### config.mk
export PLATFORM = sky130hd
export DESIGN_NAME = pdma_channel
export DESIGN_NICKNAME = d
export VERILOG_FILES = /design/src/rtl/pdma_pkg.sv /design/src/rtl/pdma_regs.sv /design/src/rtl/pdma_reqsel.sv /design/src/rtl/pdma_engine.sv /design/src/rtl/pdma_channel.sv
export SDC_FILE = /design/constraint.sdc
export NUM_CORES = 1
export LEC_CHECK = 0
export ABC_AREA = 1
export BUFFER_PORTS_ARGS = -buffer_cell sky130_fd_sc_hd__clkbuf_2
export CORE_MARGIN = 2
export CORE_UTILIZATION = 53
export CTS_BUF_LIST = sky130_fd_sc_hd__clkbuf_16
export DETAILED_ROUTE_END_ITERATION = 8
export PLACE_DENSITY = 0.81
export SLEW_MARGIN = 30
export SYNTH_ARGS = -nofsm -noshare
export SYNTH_HDL_FRONTEND = slang
export SYNTH_SLANG_ARGS = --single-unit
export TNS_END_PERCENT = 50
### constraint.sdc
create_clock -name clk -period 3.1 [get_ports clk]
set_clock_uncertainty 0.1 [all_clocks]
set_input_delay 0.62 -clock clk [delete_from_list [all_inputs] [get_ports clk]]
set_output_delay 0.62 -clock clk [all_outputs]
set_load 0.02 [all_outputs]
### src/rtl/pdma_pkg.sv
// Package for the DMA channel: register width, engine states and the
// burst-code adjustment. Assumes a 32-bit register and bus word.
package pdma_pkg;
    localparam int REG_W      = 32;
    localparam int ID_W       = 6;
    localparam int MEM_REQ_ID = 32;

    typedef enum logic [1:0] {
        ST_IDLE,
        ST_WAIT,
        ST_RD,
        ST_WR
    } eng_state_t;

    // Codes above 3 behave like the 32-byte burst.
    function automatic logic [1:0] clamp_code(input logic [2:0] code);
        return code[2] ? 2'd3 : code[1:0];
    endfunction
endpackage

### src/rtl/pdma_regs.sv
// Register file of the channel: two address words and two control words.
// The remaining-count field is supplied live by the engine. The engine
// clears the enable bit on completion, and that clear wins over a write
// in the same cycle.
module pdma_regs
    import pdma_pkg::*;
#(
    parameter int LEN_W = 16,
    parameter int CNT_W = 8
) (
    input  logic             clk,
    input  logic             rst_n,
    input  logic             we_i,
    input  logic [1:0]       sel_i,
    input  logic [REG_W-1:0] wdata_i,
    output logic [REG_W-1:0] rdata_o,
    input  logic [CNT_W-1:0] cnt_i,
    input  logic             clr_en_i,
    output logic [REG_W-1:0] src_addr_o,
    output logic [REG_W-1:0] dst_addr_o,
    output logic [LEN_W-3:0] len_words_o,
    output logic             src_fixed_o,
    output logic             dst_fixed_o,
    output logic [2:0]       burst_code_o,
    output logic             done_ie_o,
    output logic             en_o,
    output logic [ID_W-1:0]  src_id_o,
    output logic [ID_W-1:0]  dst_id_o,
    output logic             mask_o
);
    localparam logic [REG_W-1:0] CTLB_KEEP = 32'h03FF_7FFF;

    logic [REG_W-1:0] src_q, dst_q, ctlb_q;
    logic [LEN_W-1:0] len_q;
    logic             sfix_q, dfix_q, ie_q, en_q, hw_q;
    logic [2:0]       code_q;

    // Register writes, plus the enable clear issued by the engine.
    always_ff @(posedge clk) begin
        if (!rst_n) begin
            src_q  <= '0;
            dst_q  <= '0;
            ctlb_q <= '0;
            len_q  <= '0;
            sfix_q <= 1'b0;
            dfix_q <= 1'b0;
            code_q <= '0;
            ie_q   <= 1'b0;
            en_q   <= 1'b0;
            hw_q   <= 1'b0;
        end else begin
            if (we_i) begin
                case (sel_i)
                    2'd0: src_q  <= wdata_i;
                    2'd1: dst_q  <= wdata_i;
                    2'd2: begin
                        len_q  <= wdata_i[31:16];
                        sfix_q <= wdata_i[7];
                        dfix_q <= wdata_i[6];
                        code_q <= wdata_i[5:3];
                        ie_q   <= wdata_i[2];
                        en_q   <= wdata_i[1];
                        hw_q   <= wdata_i[0];
                    end
                    default: ctlb_q <= wdata_i & CTLB_KEEP;
                endcase
            end
            if (clr_en_i) en_q <= 1'b0;
        end
    end

    // Read multiplexer.
    always_comb begin
        case (sel_i)
            2'd0:    rdata_o = src_q;
            2'd1:    rdata_o = dst_q;
            2'd2:    rdata_o = {len_q, cnt_i, sfix_q, dfix_q, code_q, ie_q, en_q, hw_q};
            default: rdata_o = ctlb_q;
        endcase
    end

    assign src_addr_o   = src_q;
    assign dst_addr_o   = dst_q;
    assign len_words_o  = len_q[LEN_W-1:2];
    assign src_fixed_o  = sfix_q;
    assign dst_fixed_o  = dfix_q;
    assign burst_code_o = code_q;
    assign done_ie_o    = ie_q;
    assign en_o         = en_q;
    assign src_id_o     = ctlb_q[21:16];
    assign dst_id_o     = ctlb_q[13:8];
    assign mask_o       = ctlb_q[0];

    // a completion clear leaves enable low on the next cycle.
    p_clear_en_r9: assert property (@(posedge clk) disable iff (!rst_n)
        clr_en_i |=> !en_o);
endmodule

### src/rtl/pdma_reqsel.sv
// Turns one side's request id into a ready flag. Id 32 is the memory side
// and is always ready. An id below NREQ follows that request line. Any
// other id never becomes ready. Assumes NREQ <= 32.
module pdma_reqsel
    import pdma_pkg::*;
#(
    parameter int NREQ = 8
) (
    input  logic [ID_W-1:0] id_i,
    input  logic [NREQ-1:0] req_i,
    output logic            rdy_o
);
    // Decode the id against the memory marker and each request line.
    always_comb begin
        rdy_o = (id_i == ID_W'(MEM_REQ_ID));
        for (int i = 0; i < NREQ; i++) begin
            if (id_i == ID_W'(i)) rdy_o = req_i[i];
        end
    end
endmodule

### src/rtl/pdma_engine.sv
// Transfer engine. It latches the addresses and the word count when it
// starts. Each burst waits for both sides to be ready, then each word is
// read from the source and written to the destination. The engine reports
// the remaining count and signals completion. Assumes that software does
// not rewrite the address registers while a transfer runs.
module pdma_engine
    import pdma_pkg::*;
#(
    parameter int LEN_W = 16,
    parameter int CNT_W = 8
) (
    input  logic             clk,
    input  logic             rst_n,
    input  logic             en_i,
    input  logic             mask_i,
    input  logic [LEN_W-3:0] len_words_i,
    input  logic             src_fixed_i,
    input  logic             dst_fixed_i,
    input  logic [2:0]       burst_code_i,
    input  logic             done_ie_i,
    input  logic [REG_W-1:0] src_addr_i,
    input  logic [REG_W-1:0] dst_addr_i,
    input  logic             src_rdy_i,
    input  logic             dst_rdy_i,
    output logic             mem_valid,
    output logic             mem_we,
    output logic [REG_W-1:0] mem_addr,
    output logic [REG_W-1:0] mem_wdata,
    input  logic             mem_ready,
    input  logic [REG_W-1:0] mem_rdata,
    output logic [CNT_W-1:0] cnt_o,
    output logic             clr_en_o,
    output logic             done_o
);
    localparam int WCNT_W = LEN_W - 2;
    localparam int BEAT_W = 4;

    eng_state_t       state_q;
    logic [REG_W-1:0] cur_src_q, cur_dst_q, hold_q;
    logic [WCNT_W-1:0] rem_q;
    logic [BEAT_W-1:0] beat_q;
    logic             done_q;

    logic [1:0]        code_c;
    logic [BEAT_W-1:0] bw_c, first_beat_c;
    logic              start_ok, busy, last_wr, zero_start;
    logic [2:0]        sh_c;
    logic [LEN_W-1:0]  rem_bytes_c;
    logic [LEN_W:0]    units_c;

    // Burst size in words, and the length of the next burst.
    always_comb begin
        code_c = clamp_code(burst_code_i);
        bw_c   = BEAT_W'(1) << code_c;
        first_beat_c = (rem_q < WCNT_W'(bw_c)) ? rem_q[BEAT_W-1:0] : bw_c;
    end

    // Start, completion and busy conditions.
    always_comb begin
        start_ok   = en_i && !mask_i;
        busy       = (state_q != ST_IDLE);
        last_wr    = (state_q == ST_WR) && en_i && mem_ready && (rem_q == WCNT_W'(1));
        zero_start = (state_q == ST_IDLE) && start_ok && (len_words_i == '0);
        clr_en_o   = last_wr || zero_start;
    end

    // Live remaining count in units of 2^(1+code) bytes, rounded up and saturated.
    always_comb begin
        sh_c        = 3'(code_c) + 3'd1;
        rem_bytes_c = {rem_q, 2'b00};
        units_c     = ({1'b0, rem_bytes_c} + (((LEN_W+1)'(1)) << sh_c) - (LEN_W+1)'(1)) >> sh_c;
        cnt_o       = (|units_c[LEN_W:CNT_W]) ? '1 : units_c[CNT_W-1:0];
    end

    // Transfer sequencing: load, wait for request, read, write, advance.
    always_ff @(posedge clk) begin
        if (!rst_n) begin
            state_q   <= ST_IDLE;
            cur_src_q <= '0;
            cur_dst_q <= '0;
            hold_q    <= '0;
            rem_q     <= '0;
            beat_q    <= '0;
        end else begin
            case (state_q)
                ST_IDLE: begin
                    if (start_ok && (len_words_i != '0)) begin
                        cur_src_q <= src_addr_i;
                        cur_dst_q <= dst_addr_i;
                        rem_q     <= len_words_i;
                        state_q   <= ST_WAIT;
                    end
                end
                ST_WAIT: begin
                    if (!en_i) state_q <= ST_IDLE;
                    else if (src_rdy_i && dst_rdy_i) begin
                        beat_q  <= first_beat_c;
                        state_q <= ST_RD;
                    end
                end
                ST_RD: begin
                    if (!en_i) state_q <= ST_IDLE;
                    else if (mem_ready) begin
                        hold_q  <= mem_rdata;
                        state_q <= ST_WR;
                    end
                end
                default: begin
                    if (!en_i) state_q <= ST_IDLE;
                    else if (mem_ready) begin
                        rem_q  <= rem_q - WCNT_W'(1);
                        beat_q <= beat_q - BEAT_W'(1);
                        if (!src_fixed_i) cur_src_q <= cur_src_q + REG_W'(4);
                        if (!dst_fixed_i) cur_dst_q <= cur_dst_q + REG_W'(4);
                        if (rem_q == WCNT_W'(1))        state_q <= ST_IDLE;
                        else if (beat_q == BEAT_W'(1))  state_q <= ST_WAIT;
                        else                            state_q <= ST_RD;
                    end
                end
            endcase
        end
    end

    // Registered completion pulse.
    always_ff @(posedge clk) begin
        if (!rst_n) done_q <= 1'b0;
        else        done_q <= clr_en_o && done_ie_i;
    end

    assign done_o    = done_q;
    assign mem_valid = ((state_q == ST_RD) || (state_q == ST_WR)) && en_i;
    assign mem_we    = (state_q == ST_WR);
    assign mem_addr  = (state_q == ST_WR) ? cur_dst_q : cur_src_q;
    assign mem_wdata = hold_q;

    // the engine leaves idle only after an enabled, unmasked cycle.
    p_start_gate_r4: assert property (@(posedge clk) disable iff (!rst_n)
        $rose(busy) |-> $past(en_i && !mask_i));
    // a fixed source keeps every read on the programmed address.
    p_fixed_src_r5: assert property (@(posedge clk) disable iff (!rst_n)
        (mem_valid && !mem_we && src_fixed_i) |-> (mem_addr == src_addr_i));
    // a burst begins only when both sides were ready.
    p_req_gate_r6: assert property (@(posedge clk) disable iff (!rst_n)
        (state_q == ST_RD && $past(state_q) == ST_WAIT) |-> $past(src_rdy_i && dst_rdy_i));
    // the done pulse lasts one cycle.
    p_done_pulse_r9: assert property (@(posedge clk) disable iff (!rst_n)
        done_o |=> !done_o);
    // clearing enable stops the engine on the next edge.
    p_abort_r10: assert property (@(posedge clk) disable iff (!rst_n)
        (busy && !en_i) |=> !busy);
    // a stalled access is held steady.
    p_bus_hold_r11: assert property (@(posedge clk) disable iff (!rst_n)
        (mem_valid && !mem_ready) |=>
            (!en_i || (mem_valid && $stable(mem_addr) && $stable(mem_we) && $stable(mem_wdata))));
endmodule

### src/rtl/pdma_channel.sv
// Top of the single DMA channel. It connects the register file, one request
// selector per side and the transfer engine. Register accesses are single
// cycle. The bus is a valid/ready port shared by the reads and the writes.
module pdma_channel
    import pdma_pkg::*;
#(
    parameter int NREQ  = 8,
    parameter int LEN_W = 16,
    parameter int CNT_W = 8
) (
    input  logic             clk,
    input  logic             rst_n,
    input  logic             reg_we,
    input  logic [1:0]       reg_sel,
    input  logic [REG_W-1:0] reg_wdata,
    output logic [REG_W-1:0] reg_rdata,
    input  logic [NREQ-1:0]  req_i,
    output logic             mem_valid,
    output logic             mem_we,
    output logic [REG_W-1:0] mem_addr,
    output logic [REG_W-1:0] mem_wdata,
    input  logic             mem_ready,
    input  logic [REG_W-1:0] mem_rdata,
    output logic             done_o
);
    logic [REG_W-1:0] src_addr, dst_addr;
    logic [LEN_W-3:0] len_words;
    logic             src_fixed, dst_fixed, done_ie, en, mask, clr_en;
    logic [2:0]       burst_code;
    logic [ID_W-1:0]  src_id, dst_id;
    logic             src_rdy, dst_rdy;
    logic [CNT_W-1:0] cnt;

    pdma_regs #(.LEN_W(LEN_W), .CNT_W(CNT_W)) u_regs (
        .clk(clk), .rst_n(rst_n), .we_i(reg_we), .sel_i(reg_sel),
        .wdata_i(reg_wdata), .rdata_o(reg_rdata), .cnt_i(cnt), .clr_en_i(clr_en),
        .src_addr_o(src_addr), .dst_addr_o(dst_addr), .len_words_o(len_words),
        .src_fixed_o(src_fixed), .dst_fixed_o(dst_fixed), .burst_code_o(burst_code),
        .done_ie_o(done_ie), .en_o(en), .src_id_o(src_id), .dst_id_o(dst_id),
        .mask_o(mask)
    );

    pdma_reqsel #(.NREQ(NREQ)) u_src_sel (.id_i(src_id), .req_i(req_i), .rdy_o(src_rdy));
    pdma_reqsel #(.NREQ(NREQ)) u_dst_sel (.id_i(dst_id), .req_i(req_i), .rdy_o(dst_rdy));

    pdma_engine #(.LEN_W(LEN_W), .CNT_W(CNT_W)) u_engine (
        .clk(clk), .rst_n(rst_n), .en_i(en), .mask_i(mask), .len_words_i(len_words),
        .src_fixed_i(src_fixed), .dst_fixed_i(dst_fixed), .burst_code_i(burst_code),
        .done_ie_i(done_ie), .src_addr_i(src_addr), .dst_addr_i(dst_addr),
        .src_rdy_i(src_rdy), .dst_rdy_i(dst_rdy), .mem_valid(mem_valid),
        .mem_we(mem_we), .mem_addr(mem_addr), .mem_wdata(mem_wdata),
        .mem_ready(mem_ready), .mem_rdata(mem_rdata), .cnt_o(cnt),
        .clr_en_o(clr_en), .done_o(done_o)
    );
endmodule

==> flow_summary.ini, run 1 <==
[yosys]
synth_cell_type_count = 50
synth_area_per_cell_sq_um = 6.58
synth_nets = 2130
synth_edf_count = 0
seq_area_frac_synth_pct = 34.7
synthArstFlopShare_pct = 0
yosys_warnings = 0
synth_top_flop_cell = dfxtp_1
ys_ff_latch = 230
synth_area_sq_um = 13300
synthCells = 2013

[floorplan]
coreArea_sq_um = 24500
die_area_sq_um = 26300
die_h_um = 162
io_pins = 177
placementRows = 57
initial_core_util_pct = 54.2
die_x_um = 162

[setup_path]
slowest_delay_ps = 360
criticalPathCategory = flip-flop to output pin
r2r_start = u_regs.burst_code_o[1]
crit_path_end_kind = output pin
cp.arrival_ps = 3250
required_ps = 2380
critPathSlowestCell = dfxtp_4
worstRegToRegCells = 15
critPathMostFrequentCell = nand2_1
crit_chain = nor2_4 -> nand2_4 -> ha_4 -> inv_2 -> ha_4 -> nand4_1 -> nand2_2 -> nand2_1 -> nand2_2 -> nand2_1 -> nand2_1 -> nand2_1 -> nand2_1 -> o211ai_1 -> nand2_2 -> nand4_1 -> nand2_1 -> nand2_2 -> clkbuf_8
worst-path-max-fanout = 8
startpoint_type = flip-flop
r2r_slack_ps = 400
crit_end = reg_rdata[15]
crit_start = u_regs.burst_code_o[2]
worstReg2RegEnd = u_engine.beat_q[2]

[clocking]
hold_buffers = 0
clock_latency_ps = 550
cts_made_buffers = 26
clkSinkCount = 230
cts_tree = done
cts.htree.levels = 1
path_clk_slew_ps = 60
cts_max_path_buffers = 3
cts_root_buf = clkbuf_16

[pwr]
p_seq_share_pct = 28.4
vdd_drop_max_mv = 0.501
switching_share_pct = 44.2
total_power_mw = 13.2
power.switching_mw = 5.84
pwr-share-comb_pct = 48.3
leakage_nw = 6.69
power_density_nw_per_um2 = 815
p_int_mw = 7.38
p_clk_share_pct = 23.2

[run]
drv_cap = 0

[route]
wl_per_cell_um = 18.2
wirelength_mm = 46.4
ant_nets = 0
vias = 15012
dr.pass1.iters = 9
drc_errors = 1
drt_iter0_drc = 2158
routed_via_density = 5.87

[timing]
max_freq_mhz = 252
whs_ps = 219
hold_viol = 0
tightestPinTransition_ps = 872
setup_viol_count_final = 8
period_share_pct = 128
setup_slack_ps = -866
tns_ps = -6540
rsz0062_at_grt = true
slew_viol_final = 0
slew-limit-headroom_pct = 41.8
period_minus_slack_ps = 3970

[global_route]
grt_max_degree = 146
grt_first_pass_wirelength_mm = 72.4
antenna_found_initial = 0
grt_use_total_pct = 34.4
overflow = 0
grt_pass1_vias = 13675

[place]
port_buffers = 176
place_congestion = 0.960
dp_hpwl_mm = 33.4

[layout]
finish.utilization_pct = 66.3
diodes = 0
final_layout_size_suffix_gt1_share_pct = 19.3
layout-area-overhead-vs-synth_pct = 22.5
nets = 2330

[status]
violations = DRC, setup timing
status = finished with violations

[min_path]
hp-class = primary input to flip-flop
-- cell usage in the layout (no fill, tap or decap), types with 8 or more instances in the layout --
cell	instances
nand2_1	380
a21oi_1	238
dfxtp_1	227
inv_1	213
o21ai_0	206
clkbuf_2	168
nor2_1	148
nand3_1	115
buf_4	99
o21ai_1	35
o211ai_1	33
ha_1	31
nand4_1	29
nor3_1	26
clkbuf_16	26
inv_2	25
xor2_1	24
o22ai_1	22
nand2_2	21
a221oi_1	11
nor4_1	11
nor2_4	8
nand3_2	8
buf_12	8
-- layer usage --
| layer | wire, um | vias to the layer above | track usage [%] |
|---|---|---|---|
| li1 | - | 7134 | - |
| met1 | 19200 | 6838 | 48.3 |
| met2 | 19700 | 915 | 51.2 |
| met3 | 5850 | 125 | 8.55 |
| met4 | 1720 | 0 | 12.3 |
| met5 | 0 | - | 0 |
-- layout make-up --
cell class	count	area [sq um]
clock buffer	26	651
clock inverter	22	193
fill	2092	8230
inverter	238	917
multi-input combinational	1435	7610
sequential	230	4610
tap	324	405
timing repair buffer	282	1840
-- timing repair --
action	4_1_cts	5_1_grt
setup endpoints to repair	8	8
resized for setup	23	11
gates cloned	0	0
pin swaps	16	8
setup buffers	4	1
-- worst max-delay path: cells and delay by family (launching register included) --
kind	cells	cell delay (ps)
flip-flops	1	360
AO/OA/AOI/OAI	1	100
adder cells (fa/ha/maj)	2	520
buffers and inverters	2	190
AND/OR/NAND/NOR	14	1510
-- cells by family after synthesis --
kind of cell / Yosys count / share of synthesized area [%]
AO/OA/AOI/OAI: 588 / 24.1
adder cells (fa/ha/maj): 39 / 3.68
AND/OR/NAND/NOR: 780 / 25.5
flip-flops: 230 / 34.7
XOR/XNOR: 28 / 1.85
buffers and inverters: 348 / 10.2
-- power by group through the flow --
stage	Sequential [mW]	Combinational (mW)	Clock (mW)
2_1_floorplan	3.66	4.16	0
3_3_place_gp	3.79	5.96	0
3_5_place_dp	3.79	6.07	0
4_1_cts	3.74	6.21	3.09
5_1_grt	3.80	6.99	3.22
6_report	3.76	6.39	3.07
-- Yosys cell counts, drive strengths merged (11+ instances only) --
library cell  count  area, sq um
nand2           404         1530
a21oi           250         1270
o21ai           242         1210
inv             234          878
dfxtp           230         4600
nor2            163          662
nand3           123          621
clkbuf           86          323
ha               39          488
o211ai           33          248
nand4            31          215
nor3             28          145
xor2             25          219
buf              24          116
o22ai            22          138
or2              14         87.6
nor4             12         75.1
a221oi           11         96.3
-- sequential cells by signal, summed over array words and instances, names as in the netlist --
register,cells
u_engine.beat_q,4
u_engine.cur_dst_q,32
u_engine.cur_src_q,32
u_engine.done_o,1
u_engine.mem_wdata,32
u_engine.rem_q,14
u_engine.state_q,2
u_regs.burst_code_o,3
u_regs.ctlb_q,25
u_regs.done_ie_o,1
u_regs.dst_addr_o,32
u_regs.dst_fixed_o,1
u_regs.en_o,1
u_regs.hw_q,1
u_regs.len_q,16
u_regs.src_addr_o,32
u_regs.src_fixed_o,1
-- how the worst min path moves through the flow --
| stage | end | start | depth (start not counted) | slack, ps |
|---|---|---|---|---|
| after floorplan | u_regs.ctlb_q[1] | u_regs.ctlb_q[1] | 2 | 320 |
| after global placement | u_regs.ctlb_q[2] | u_regs.ctlb_q[2] | 2 | 330 |
| after detailed placement | u_regs.ctlb_q[3] | u_regs.ctlb_q[3] | 2 | 340 |
| after CTS | u_engine.mem_wdata[8] | mem_rdata[8] | 3 | 210 |
| after global routing | u_engine.mem_wdata[10] | mem_rdata[10] | 3 | 220 |
| final | u_engine.mem_wdata[0] | mem_rdata[0] | 3 | 220 |
-- metrics by stage --
| stage | area (sq um) | cells | worst slack, ps |
|---|---|---|---|
| 5_1_grt | 16200 | 2557 | -1050 |
| 2_1_floorplan | 13500 | 2013 | -19.6 |
| 6_report | 16200 | 2557 | -866 |
| 4_1_cts | 16200 | 2556 | -844 |
| 3_5_place_dp | 15200 | 2504 | -288 |
| 3_3_place_gp | 15200 | 2504 | -280 |
(Power assumes the default switching activity.)
==> inputs of run 2 (changes only) <==
--- a/config.mk
+++ b/config.mk
@@ -8,12 +8,13 @@
 export ABC_AREA = 1
 export BUFFER_PORTS_ARGS = -buffer_cell sky130_fd_sc_hd__clkbuf_2
 export CORE_MARGIN = 2
-export CORE_UTILIZATION = 53
+export CORE_UTILIZATION = 55
 export CTS_BUF_LIST = sky130_fd_sc_hd__clkbuf_16
 export DETAILED_ROUTE_END_ITERATION = 8
-export PLACE_DENSITY = 0.81
+export PLACE_DENSITY = 0.8
 export SLEW_MARGIN = 30
 export SYNTH_ARGS = -nofsm -noshare
 export SYNTH_HDL_FRONTEND = slang
+export SYNTH_HIERARCHICAL = 1
 export SYNTH_SLANG_ARGS = --single-unit
 export TNS_END_PERCENT = 50
==> constraint.sdc (replaced) <==
create_clock -name clk -period 4.8 [get_ports clk]
set_clock_uncertainty 0.1 [all_clocks]
set_input_delay 0.96 -clock clk [delete_from_list [all_inputs] [get_ports clk]]
set_output_delay 0.96 -clock clk [all_outputs]
set_load 0.02 [all_outputs]
==> flow_summary.ini, run 2 <==
[clocking]
clkSinkCount = 230
clock_latency_ps = 560
hold_buffers = 0
cts_made_buffers = 27
cts_tree = done
path_clk_slew_ps = 60
cts_max_path_buffers = 3
cts_root_buf = clkbuf_16
cts.htree.levels = 1

[layout]
multi_input_area_sq_um = 9010
nets = 2756
stdcell_count = 3035
final_layout_size_suffix_gt1_share_pct = 13.0
final_cell_mix = nand2_1, nor2_1, inv_1
seq_area_sq_um = 4610
layout_commonest_cell = nand2_1
finish.utilization_pct = 62.4
layout-area-overhead-vs-synth_pct = 11.9
finish.instance_area_sq_um = 17300
num-fill-cells = 2697
diodes = 0

[yosys]
yosysTopAreaCell = dfxtp_1
post-synth-top-count-cell = nand2_1
yosysTopAreaCellShare_pct = 29.8
synth_edf_count = 0
ys_top_cells_by_count = nand2_1, nor2_1, inv_1
synthArstFlopShare_pct = 0
synth_area_per_cell_sq_um = 6.03
synth_nets = 2680
synth_top_flop_cell = dfxtp_1
yosys_warnings = 6
synth_area_sq_um = 15400
synthCells = 2560
ys_ff_latch = 230
synth_cell_type_count = 52
seq_area_frac_synth_pct = 29.8
yosys-top-cells-area = dfxtp_1, nand2_1, nor2_1

[route]
drc_errors = 0
routed_via_density = 5.57
dr.pass1.iters = 6
wl_per_cell_um = 16.8
vias = 16911
ant_nets = 0
drt_iter0_drc = 1837
wirelength_mm = 50.9

[timing]
period_share_pct = 96.3
setup_slack_ps = 176
whs_ps = 361
hold_viol = 0
max_freq_mhz = 216
tightestPinTransition_ps = 970
setup_viol_count_final = 0
tns_ps = 0
slew_viol_final = 0
period_minus_slack_ps = 4620
rsz0062_at_grt = true
slew-limit-headroom_pct = 34.8

[place]
dp_hpwl_mm = 36.9
dp_cells = 2979
post-place-ws_ps = 250
port_buffers = 176
placed_cell_area_sq_um = 16100
place_congestion = 0.999

[min_path]
hp-class = flip-flop to flip-flop
min_path_cells = 2

[pwr]
total_power_mw = 9.36
vdd_drop_max_mv = 0.318
power_density_nw_per_um2 = 542
leakage_nw = 7.83

[setup_path]
worstRegToRegCells = 7
criticalPathCategory = flip-flop to output pin
r2r_start = u_engine/state_q[0]
startpoint_type = flip-flop
cp.arrival_ps = 3560
crit_path_end_kind = output pin
worstReg2RegEnd = u_engine/mem_wdata[3]
crit_end = reg_rdata[15]
r2r_slack_ps = 1950
required_ps = 3740
crit_start = u_regs/burst_code_o[2]
worst-path-max-fanout = 9

[global_route]
overflow = 0
grt_use_total_pct = 33.4
grt_max_degree = 108
grt_pass1_vias = 14985
antenna_found_initial = 0
grt_first_pass_wirelength_mm = 78.2

[floorplan]
die_x_um = 172
die_h_um = 172
initial_core_util_pct = 55.8
coreArea_sq_um = 27700
die_area_sq_um = 29400
io_pins = 177
placementRows = 61

[status]
status = finished clean

[run]
drv_cap = 0
run 2: cell count changes in the layout (fill, tap and decap cells not counted), sizes merged, moves of 12 or more:
| cell | delta |
|---|---|
| nand3 | +151 |
| buf | -84 |
| nand2 | +339 |
| nand4 | +14 |
| nor2 | +222 |
| o21ai | -118 |
| a21oi | -89 |
| o211ai | -24 |
| xor2 | -12 |
| inv | +54 |
| o22ai | -19 |
run 2: routing by layer:
layer	share of wire [%]	vias up	wire, um	track usage, %
met5	0	-	0	0
met4	3.8	0	1920	13.0
met3	10	128	5160	4.46
met2	45	847	22800	54.0
met1	41	7679	21100	45.3
li1	-	8257	-	-
run 2: final cells by class:
cell class / instances / area share, %
clock inverter: 23 / 1.56
tap: 378 / 2.74
multi-input combinational: 1882 / 52.2
sequential: 230 / 26.7
clock buffer: 27 / 3.91
timing repair buffer: 198 / 6.47
inverter: 297 / 6.49
run 2: worst max-delay path, stage by stage, from the launching register on:
cell	delay [ps]
dfxtp_4	360
nor2_4	160
inv_4	80
nor2_2	120
inv_2	80
ha_4	230
fa_2	370
inv_1	90
nand3_1	80
nand2_2	120
nand2_2	90
nand2_1	90
nand2_1	50
nand3_1	70
nand2_1	50
nand2_1	60
nand2_1	80
nor2_4	260
nand3_2	150
nand2_1	100
o211ai_1	120
buf_4	190
run 2: worst min path at each step:
stage / startpoint / to / slack (ps)
after CTS: u_engine/mem_wdata[11] / u_engine/mem_wdata[11] / 360
after floorplan: u_engine/cur_src_q[31] / u_engine/cur_src_q[31] / 360
after global placement: u_engine/mem_wdata[27] / u_engine/mem_wdata[27] / 350
after global routing: u_engine/mem_wdata[11] / u_engine/mem_wdata[11] / 380
final: u_engine/mem_wdata[18] / u_engine/mem_wdata[18] / 360
after detailed placement: u_engine/mem_wdata[11] / u_engine/mem_wdata[11] / 350
run 2: logic make-up (layout without fill, tap and decap cells):
group                    count (synthesis)  count (layout)  synth area share [%]
AND/OR/NAND/NOR                       1511            1511                  42.3
buffers and inverters                  448             545                  12.8
AO/OA/AOI/OAI                          313             313                  10.8
flip-flops                             230             230                  29.8
adder cells (fa/ha/maj)                 42              42                  3.45
XOR/XNOR                                14              14                 0.794
other                                    1               1                0.0243
multiplexers                             1               1                0.0648
run 2: where the power goes:
part           internal (mW)  total [mW]  switching (mW)
sequential              2.16        2.49           0.321
combinational           1.43        4.66            3.23
clock                   1.35        2.21           0.869
total                   4.94        9.36            4.42
run 2: timing repair:
action / 4_1_cts / 5_1_grt
buffers inserted: 3 / 3
pin swaps: 2 / 9
cloned: 0 / 0
gates resized for setup: 7 / 40
setup endpoints to repair: 8 / 8
==> inputs of run 3 (changes only) <==
--- a/config.mk
+++ b/config.mk
@@ -11,6 +11,7 @@
 export CORE_UTILIZATION = 55
 export CTS_BUF_LIST = sky130_fd_sc_hd__clkbuf_16
 export DETAILED_ROUTE_END_ITERATION = 8
+export MAX_ROUTING_LAYER = met4
 export PLACE_DENSITY = 0.8
 export SLEW_MARGIN = 30
 export SYNTH_ARGS = -nofsm -noshare
==> flow_summary.ini, run 3 (synthesis gave the netlist of run 2 again) <==
[clocking]
clock_latency_ps = 550
cts_tree = done
cts_max_path_buffers = 3
cts_made_buffers = 27
path_clk_slew_ps = 60
cts.htree.levels = 1
cts_root_buf = clkbuf_16
clkSinkCount = 230

[global_route]
antenna_found_initial = 1
grt_pass1_vias = 14806
grt_max_degree = 70
grt_first_pass_wirelength_mm = 79.2
grt_use_total_pct = 34.8
overflow = 0

[route]
drt_iter0_drc = 1611
dr_wl_met2_mm = 22.5
wirelength_mm = 50.8
m1WireLength_mm = 21.9
drc_errors = 0
vias = 16787
met3WireLength_mm = 4.68
routed.top_layer = met4
routed_via_density = 5.53
dr.pass1.iters = 6
wl_per_cell_um = 16.7
ant_nets = 0

[place]
place_congestion = 0.971
port_buffers = 176
dp_hpwl_mm = 37.7
post-place-ws_ps = 316
dp_cells = 2982

[setup_path]
crit_path_end_kind = output pin
slowest_delay_ps = 370
cp.arrival_ps = 3520
critPathSlowestCell = fa_2
critPathMostFrequentCell = nand3_1
worstRegToRegCells = 7
worst-path-max-fanout = 9
startpoint_type = flip-flop
required_ps = 3740
crit_chain = nor2_4 -> inv_4 -> nor2_4 -> inv_2 -> ha_4 -> fa_2 -> inv_1 -> nand3_1 -> nand2_2 -> buf_4 -> nand3_1 -> nand3_1 -> nand2_1 -> nand2_1 -> nand3_1 -> nor2_4 -> buf_6 -> nand3_1 -> nand3_2 -> nand4_1 -> buf_4
criticalPathCategory = flip-flop to output pin

[min_path]
min_path_cells = 2
hp-class = flip-flop to flip-flop

[timing]
tightestPinTransition_ps = 1040
tns_ps = 0
setup_viol_count_final = 0
max_freq_mhz = 218
setup_slack_ps = 222
period_minus_slack_ps = 4580
hold_viol = 0
slew-limit-headroom_pct = 29.8
period_share_pct = 95.4
slew_viol_final = 0

[layout]
final_cell_mix = nand2_1, nor2_1, inv_1
layout_commonest_cell = nand2_1
num-fill-cells = 2727
layout-area-overhead-vs-synth_pct = 11.2
finish.utilization_pct = 62.0
stdcell_count = 3037
diodes = 0
nets = 2758
final_layout_size_suffix_gt1_share_pct = 13.0

[floorplan]
coreArea_sq_um = 27700
die_area_sq_um = 29400
placementRows = 61
die_h_um = 172
initial_core_util_pct = 55.8
die_x_um = 172
io_pins = 177

[pwr]
leakage_nw = 7.81
total_power_mw = 9.18
power_density_nw_per_um2 = 535
vdd_drop_max_mv = 0.280

[status]
status = finished clean

[run]
drv_cap = 0
run 3: changes by cell type in the layout (fill, tap and decap cells not counted), sizes merged:
cell / change
clkinvlp: -1
clkbuf: +4
buf: -2
bufinv: -3
inv: +4
run 3: per-layer routing:
layer | up-vias | track usage (%)
li1 | 8264 | -
met1 | 7558 | 47.2
met2 | 848 | 53.8
met3 | 117 | 4.60
met4 | 0 | 11.5
met5 | - | -
run 3: report_power, final:
group          switching, mW  total, mW  internal [mW]
logic                   3.20       4.66           1.45
clock network          0.852       2.04           1.19
registers              0.322       2.49           2.16
total                   4.38       9.18           4.81
run 3: worst paths after layout:
check	startpoint	endpoint	slack [ps]
hold / removal	u_engine/mem_wdata[13]	u_engine/mem_wdata[13]	360
hold reg to reg	u_engine/mem_wdata[13]	u_engine/mem_wdata[13]	360
setup / recovery	u_regs/burst_code_o[2]	reg_rdata[14]	220
setup reg to reg	u_engine/state_q[0]	u_engine/mem_wdata[21]	1910
run 3: final cells by class:
class / count / area [sq um] / share of cell area (%)
multi-input cells: 1882 / 9000 / 52.4
flip-flops and latches: 230 / 4610 / 26.9
inverters: 297 / 1120 / 6.54
repair buffers: 200 / 1090 / 6.35
clock buffers: 27 / 676 / 3.94
well taps: 378 / 473 / 2.75
clock inverters: 23 / 195 / 1.14
run 3: timing repair:
item,CTS,global route
endpoints found under the setup margin,8,8
gates resized for setup,5,33
buffers inserted,1,4
hold buffers,0,0
pin swaps,2,7
run 3: critical path: cells and delay by family, from the launching register on:
kind          cells  cell delay (ps)
fa+ha+maj         2              590
simple gates     13             1320
flops             1              360
buf+inv           6              690
run 3: metrics by stage:
step           hold slack (ps)  instance area, sq um
2_1_floorplan              356                 15400
3_3_place_gp               347                 16100
3_5_place_dp               353                 16100
4_1_cts                    362                 17000
5_1_grt                    372                 17200
6_report                   360                 17200
